### src/rtl/tport_pkg.sv
`timescale 1ns/1ps
package tport_pkg;

    localparam int TP_W = 8;

    typedef enum logic [3:0] {
        PH_IDLE,
        PH_CODE,
        PH_EN_UP,
        PH_CLK_DN,
        PH_EN_DN,
        PH_DATA,
        PH_CLK_UP,
        PH_CLR_ON,
        PH_CLR_WAIT
    } phase_e;

    typedef struct packed {
        logic            clk;
        logic            en;
        logic            clr;
        logic [TP_W-1:0] din;
    } port_t;

    localparam port_t PORT_RESET = '{clk: 1'b1, en: 1'b0, clr: 1'b0, din: '0};

    // Successor of a running phase once its timer has expired.
    function automatic phase_e phase_after(phase_e ph);
        phase_e n;
        case (ph)
            PH_CODE:     n = PH_EN_UP;
            PH_EN_UP:    n = PH_CLK_DN;
            PH_CLK_DN:   n = PH_EN_DN;
            PH_EN_DN:    n = PH_DATA;
            PH_DATA:     n = PH_CLK_UP;
            PH_CLR_ON:   n = PH_CLR_WAIT;
            default:     n = PH_IDLE;
        endcase
        return n;
    endfunction

    // Pin levels that belong to a phase.
    function automatic port_t drive_for(phase_e ph, logic [TP_W-1:0] code,
                                        logic [TP_W-1:0] data, logic [TP_W-1:0] hold);
        port_t o;
        o.clk = 1'b1;
        o.en  = 1'b0;
        o.clr = 1'b0;
        o.din = hold;
        case (ph)
            PH_CODE:   o.din = code;
            PH_EN_UP:  begin o.din = code; o.en = 1'b1; end
            PH_CLK_DN: begin o.din = code; o.en = 1'b1; o.clk = 1'b0; end
            PH_EN_DN:  begin o.din = code; o.clk = 1'b0; end
            PH_DATA:   begin o.din = data; o.clk = 1'b0; end
            PH_CLK_UP: o.din = data;
            PH_CLR_ON: o.clr = 1'b1;
            default:   ;
        endcase
        return o;
    endfunction

endpackage

### src/rtl/tport_step_timer.sv
`timescale 1ns/1ps
module tport_step_timer #(
    parameter int CNT_W = 16
) (
    input  logic             clk,
    input  logic             rst,
    input  logic             load,
    input  logic [CNT_W-1:0] len,
    output logic             expired
);
    logic [CNT_W-1:0] cnt;

    // A length of 0 or 1 both give a one-cycle phase.
    always_ff @(posedge clk) begin
        if (rst)
            cnt <= '0;
        else if (load)
            cnt <= (len == '0) ? '0 : len - CNT_W'(1);
        else if (cnt != '0)
            cnt <= cnt - CNT_W'(1);
    end

    assign expired = (cnt == '0);

    AST_TICK_DOWN: assert property (@(posedge clk) disable iff (rst)
        (!load && cnt != '0) |=> (cnt == $past(cnt) - CNT_W'(1)));

endmodule

### src/rtl/tport_fsm.sv
`timescale 1ns/1ps
module tport_fsm
    import tport_pkg::*;
#(
    parameter int DIV_W  = 8,
    parameter int HOLD_W = 16,
    parameter int CNT_W  = 16
) (
    input  logic             clk,
    input  logic             rst,
    input  logic             wr_valid,
    input  logic [TP_W-1:0]  wr_code,
    input  logic [TP_W-1:0]  wr_data,
    input  logic             clr_valid,
    input  logic [DIV_W-1:0] step_div,
    input  logic [HOLD_W-1:0] clr_hold,
    input  logic             expired,
    output phase_e           phase,
    output phase_e           nxt_phase,
    output logic [TP_W-1:0]  nxt_code,
    output logic [TP_W-1:0]  nxt_data,
    output logic             load,
    output logic [CNT_W-1:0] load_len,
    output logic             wr_ready,
    output logic             clr_ready
);
    logic [TP_W-1:0]   code_q, data_q;
    logic [DIV_W-1:0]  step_q;
    logic [HOLD_W-1:0] hold_q;
    logic              idle, clr_go, wr_go, in_clear;

    assign idle      = (phase == PH_IDLE);
    assign clr_ready = idle;
    assign wr_ready  = idle && !clr_valid;
    assign clr_go    = clr_valid && clr_ready;
    assign wr_go     = wr_valid && wr_ready;
    assign in_clear  = (phase == PH_CLR_ON) || (phase == PH_CLR_WAIT);

    always_comb begin
        nxt_phase = phase;
        if (idle) begin
            if (clr_go)
                nxt_phase = PH_CLR_ON;
            else if (wr_go)
                nxt_phase = PH_CODE;
        end else if (expired) begin
            nxt_phase = phase_after(phase);
        end
    end

    assign nxt_code = wr_go ? wr_code : code_q;
    assign nxt_data = wr_go ? wr_data : data_q;
    assign load     = (nxt_phase != PH_IDLE) && (idle || expired);

    always_comb begin
        if (idle)
            load_len = clr_go ? CNT_W'(clr_hold) : CNT_W'(step_div);
        else if (in_clear)
            load_len = CNT_W'(hold_q);
        else
            load_len = CNT_W'(step_q);
    end

    always_ff @(posedge clk) begin
        if (rst) begin
            phase  <= PH_IDLE;
            code_q <= '0;
            data_q <= '0;
            step_q <= '0;
            hold_q <= '0;
        end else begin
            phase  <= nxt_phase;
            code_q <= nxt_code;
            data_q <= nxt_data;
            if (wr_go)
                step_q <= step_div;
            if (clr_go)
                hold_q <= clr_hold;
        end
    end

    AST_STEP_LATCHED: assert property (@(posedge clk) disable iff (rst)
        (phase != PH_IDLE) |=> $stable(step_q));

    AST_ONE_START: assert property (@(posedge clk) disable iff (rst)
        !(clr_go && wr_go));

endmodule

### src/rtl/tport_drive.sv
`timescale 1ns/1ps
module tport_drive
    import tport_pkg::*;
(
    input  logic            clk,
    input  logic            rst,
    input  phase_e          nxt_phase,
    input  logic [TP_W-1:0] nxt_code,
    input  logic [TP_W-1:0] nxt_data,
    output port_t           pins
);
    // Registered pins: no decode glitch reaches the PHY.
    always_ff @(posedge clk) begin
        if (rst)
            pins <= PORT_RESET;
        else
            pins <= drive_for(nxt_phase, nxt_code, nxt_data, pins.din);
    end

    AST_CLR_CLK_HIGH: assert property (@(posedge clk) disable iff (rst)
        pins.clr |-> pins.clk);

endmodule

### src/rtl/phy_tport_seq.sv
`timescale 1ns/1ps
module phy_tport_seq
    import tport_pkg::*;
#(
    parameter int DIV_W  = 8,
    parameter int HOLD_W = 16
) (
    input  logic              clk,
    input  logic              rst,
    input  logic [DIV_W-1:0]  step_div,
    input  logic [HOLD_W-1:0] clr_hold,
    input  logic              wr_valid,
    output logic              wr_ready,
    input  logic [7:0]        wr_code,
    input  logic [7:0]        wr_data,
    input  logic              clr_valid,
    output logic              clr_ready,
    output logic              tp_clk,
    output logic              tp_en,
    output logic [7:0]        tp_din,
    output logic              tp_clr
);
    localparam int CNT_W = (DIV_W > HOLD_W) ? DIV_W : HOLD_W;

    phase_e           phase, nxt_phase;
    logic [TP_W-1:0]  nxt_code, nxt_data;
    logic             load, expired;
    logic [CNT_W-1:0] load_len;
    port_t            pins;

    tport_fsm #(.DIV_W(DIV_W), .HOLD_W(HOLD_W), .CNT_W(CNT_W)) u_fsm (
        .clk       (clk),
        .rst       (rst),
        .wr_valid  (wr_valid),
        .wr_code   (wr_code),
        .wr_data   (wr_data),
        .clr_valid (clr_valid),
        .step_div  (step_div),
        .clr_hold  (clr_hold),
        .expired   (expired),
        .phase     (phase),
        .nxt_phase (nxt_phase),
        .nxt_code  (nxt_code),
        .nxt_data  (nxt_data),
        .load      (load),
        .load_len  (load_len),
        .wr_ready  (wr_ready),
        .clr_ready (clr_ready)
    );

    tport_step_timer #(.CNT_W(CNT_W)) u_timer (
        .clk     (clk),
        .rst     (rst),
        .load    (load),
        .len     (load_len),
        .expired (expired)
    );

    tport_drive u_drive (
        .clk       (clk),
        .rst       (rst),
        .nxt_phase (nxt_phase),
        .nxt_code  (nxt_code),
        .nxt_data  (nxt_data),
        .pins      (pins)
    );

    assign tp_clk = pins.clk;
    assign tp_en  = pins.en;
    assign tp_clr = pins.clr;
    assign tp_din = pins.din;

    AST_IDLE_PINS: assert property (@(posedge clk) disable iff (rst)
        (phase == PH_IDLE) |-> (tp_clk && !tp_en && !tp_clr));

    AST_FALL_WITH_EN: assert property (@(posedge clk) disable iff (rst)
        $fell(tp_clk) |-> (tp_en && $stable(tp_din)));

    AST_RISE_EN_LOW: assert property (@(posedge clk) disable iff (rst)
        $rose(tp_clk) |-> (!tp_en && $stable(tp_din)));

    AST_BUSY_NO_ACCEPT: assert property (@(posedge clk) disable iff (rst)
        (phase != PH_IDLE) |-> (!wr_ready && !clr_ready));

    AST_CLR_PRIORITY: assert property (@(posedge clk) disable iff (rst)
        (clr_valid && clr_ready) |-> !wr_ready);

endmodule

### config.mk
export PLATFORM = sky130hd
export DESIGN_NAME = phy_tport_seq
export DESIGN_NICKNAME = d
export VERILOG_FILES = /design/src/rtl/tport_pkg.sv /design/src/rtl/tport_step_timer.sv /design/src/rtl/tport_fsm.sv /design/src/rtl/tport_drive.sv /design/src/rtl/phy_tport_seq.sv
export SDC_FILE = /design/constraint.sdc
export NUM_CORES = 1
export LEC_CHECK = 0
export ABC_CLOCK_PERIOD_IN_PS = 8460
export CORE_MARGIN = 5
export CORE_UTILIZATION = 65
export DETAILED_ROUTE_END_ITERATION = 6
export DONT_BUFFER_PORTS = 1
export PLACE_DENSITY = 0.83
export SLEW_MARGIN = 20
export SYNTH_ARGS = -nofsm -noshare
export SYNTH_HDL_FRONTEND = slang
export SYNTH_HIERARCHICAL = 1
export SYNTH_SLANG_ARGS = --single-unit
### constraint.sdc
create_clock -name clk -period 8.46 [get_ports clk]
set_input_delay 0.423 -clock clk [delete_from_list [all_inputs] [get_ports clk]]
set_output_delay 0.423 -clock clk [all_outputs]
set_load 0.02 [all_outputs]
==> flow_metrics.py <==
metrics = {
    "outcome": {
        "outcome": "finished, final reports clean",
    },
    "clocking": {
        "cts_tree": "built",
        "cts_resized": 0,
        "h-tree-depth": 3,
        "numCtsBuffers": 9,
        "postCtsSetupBuffers": 0,
        "clockRootBuffer": "clkbuf_8",
        "clock_sinks": 71,
        "clock_latency_ps": 340,
        "holdBufCountCts": 0,
        "clk_path_buf_depth": 2,
        "path_clk_slew_ps": 80,
    },
    "sta": {
        "post-route-period-util_pct": 45.47,
        "slew_headroom_pct": 45.08,
        "fmax_mhz": 260.0,
        "finalSetupViolCount": 0,
        "hold_violations": 0,
        "layout_min_cycle_time_ps": 3847,
        "fin_tns_setup_ps": 0,
        "clock_skew_ps": 8.732,
        "worst_pin_slew_ps": 822.0,
        "layout_setup_ws_ps": 4613,
        "drv_slew": 0,
        "rsz0062_at_grt": "false",
    },
    "place": {
        "place_congestion": 0.8989,
        "hpwl_mm": 6.156,
        "place_ws_ps": 4791,
        "port_buffers": 0,
    },
    "setup_path": {
        "crit_arrival_ps": 4110,
        "critPathKind": "reg2reg",
        "cp_max_fo": 10,
        "r2r-start": "u_timer/cnt[11]$_SDFFE_PP0P_",
        "cp-start-kind": "flop",
        "crit_start": "u_timer/cnt[11]$_SDFFE_PP0P_",
        "endpoint_kind": "flop",
        "critPathRequiredTime_ps": 8720,
    },
    "synthesis": {
        "synth_seq_cells": 71,
        "syn_area_per_cell_um2": 8.568,
        "ys_types": 62,
        "yosysTopAreaCell": "dfxtp_1",
        "yosysMostFrequentCell": "nand2_1",
        "mappedNetlistArea_um2": 4001,
        "synth_edf_count": 0,
        "ys_top_cells_by_area": "dfxtp_1, nand2_1, mux2_4, xnor2_1, a21oi_1",
        "synth_ff_type": "dfxtp_1",
        "async_flop_share_pct": 0,
        "synth.net_count": 514,
        "yosys-top-cells-count": "nand2_1, dfxtp_1, a21oi_1",
        "yosysWarningCount": 6,
        "syn_inst": 467,
        "yosysTopAreaCellShare_pct": 35.52,
        "seq_area_frac_synth_pct": 35.52,
    },
    "pwr": {
        "peakVddDrop_mv": 0.2209,
        "p_leak_nw": 1.545,
        "power.density_nw_per_um2": 390.5,
    },
    "worst_hold_path": {
        "hp-class": "in2reg",
        "hp-start": "rst",
    },
    "routing": {
        "drc": 0,
        "first_pass_iters": 5,
        "wire_per_inst_um": 16.87,
        "via_per_inst": 6.274,
        "num_vias": 3325,
        "drtAntennaViolNets": 0,
        "drtIter0Drc": 265,
        "routed_wl_mm": 8.939,
    },
    "floorplanning": {
        "io_pins": 57,
        "coreArea_um2": 5956,
        "die_area_um2": 7825,
        "die_y_um": 88.46,
        "die_x_um": 88.46,
        "rows": 28,
        "initial_core_util_pct": 67.18,
    },
    "grt": {
        "grt_start_max_net_pins": 57,
        "grt_usage_pct": 24.57,
        "grt_pass1_vias": 3244,
        "grt_pass1_wl_mm": 15.19,
        "grt_overflow": 0,
        "antenna_found_initial": 0,
    },
    "cells_and_area": {
        "nFillCells": 476,
        "drive_gt1_share_pct": 12.53,
        "antenna_cells": 0,
        "syn_to_final_growth_pct": 3.127,
        "finalNetCount": 497,
    },
    "job": {
        "maxCapViolations": 0,
    },
}
[area by class of cell]
cell class,instances,area [um^2],share of cell area [%]
multi-input combinational,353,2349,56.91
sequential,71,1421,34.45
clock buffer,14,182.7,4.427
tap,75,93.84,2.274
inverter,12,45.04,1.092
timing repair buffer,3,22.52,0.5458
clock inverter,2,12.51,0.3032
[critical path, stage by stage, from the launching register on]
cell      delay [ps]
dfxtp_1          350
nor4_1           530
nand4_1          430
inv_1            360
or4b_2           610
o21ai_0           90
o21ai_0          160
inv_1            240
xor2_1           510
nand4_1          190
a311oi_2         290
[cell families (layout without fill, tap and decap cells)]
kind of cell / after synthesis / in the layout / synth area share [%]
simple gates: 199 / 199 / 26.11
flops: 71 / 71 / 35.52
mux: 26 / 26 / 8.161
compound gates: 101 / 101 / 18.23
buf+inv: 43 / 31 / 5.785
fa+ha+maj: 3 / 3 / 0.9382
xor+xnor: 24 / 24 / 5.253
[metrics by stage]
step | power [mW] | area [um^2] | hold WS [ps] | utilization, % | instances
after global routing | 1.729 | 4126 | 129.2 | 69.29 | 530
after CTS | 1.603 | 4126 | 126.6 | 69.29 | 530
after detailed placement | 1.333 | 3931 | 440.4 | 66.01 | 514
after global placement | 1.307 | 3931 | 435.8 | 66.01 | 514
after floorplan | 1.229 | 4001 | 436.6 | - | 467
final | 1.611 | 4126 | 137.0 | 69.29 | 530
[report_power, final]
group          total, mW  switching [mW]  internal [mW]  leakage, nW
sequential         0.486          0.0755          0.410        0.581
combinational      0.864           0.518          0.346        0.865
clock              0.261           0.123          0.138       0.0987
total               1.61           0.716          0.895         1.54
[per-layer routing]
metal	track usage, %	up-vias	routed length (um)
met5	0	-	0
met4	9.890	0	123
met3	5.400	12	650
met2	38.95	124	4133
met1	32.55	1564	4031
li1	-	1625	-
[path summary, 6_finish.rpt]
kind                                        to  slack (ps)  depth (start not counted)
hold / removal    u_drive/pins[3]$_SDFFE_PP0P_         140                          1
hold reg to reg   u_fsm/hold_q[7]$_SDFFE_PP0P_         450                          2
setup / recovery  u_drive/pins[1]$_SDFFE_PP0P_        4610                         10
setup reg to reg  u_drive/pins[1]$_SDFFE_PP0P_        4610                         10
[registers in the layout (all words and copies together), names as in the netlist]
signal and count:
u_fsm/hold_q 16, u_fsm/step_q 8, u_timer/cnt 16, u_drive/pins 11, u_fsm/phase 4, u_fsm/data_q 8, u_fsm/code_q 8
[layout by cell type (no fill, tap or decap), drive strengths merged, types with 4 or more instances in the layout]
cell and instances:
a21oi 27, a311oi 8, a31oi 9, and2b 12, clkbuf 14, dfxtp 71, inv 12, mux2 17
mux2i 9, nand2 96, nand2b 4, nand3 5, nand4 10, nor2 26, nor2b 9, nor3 5
nor3b 4, nor4 6, o21ai 20, o221ai 8, o22a 5, o22ai 5, o31ai 5, or3 4
or4 6, xnor2 16, xor2 8
No activity file was read; power rests on OpenSTA's default activity.
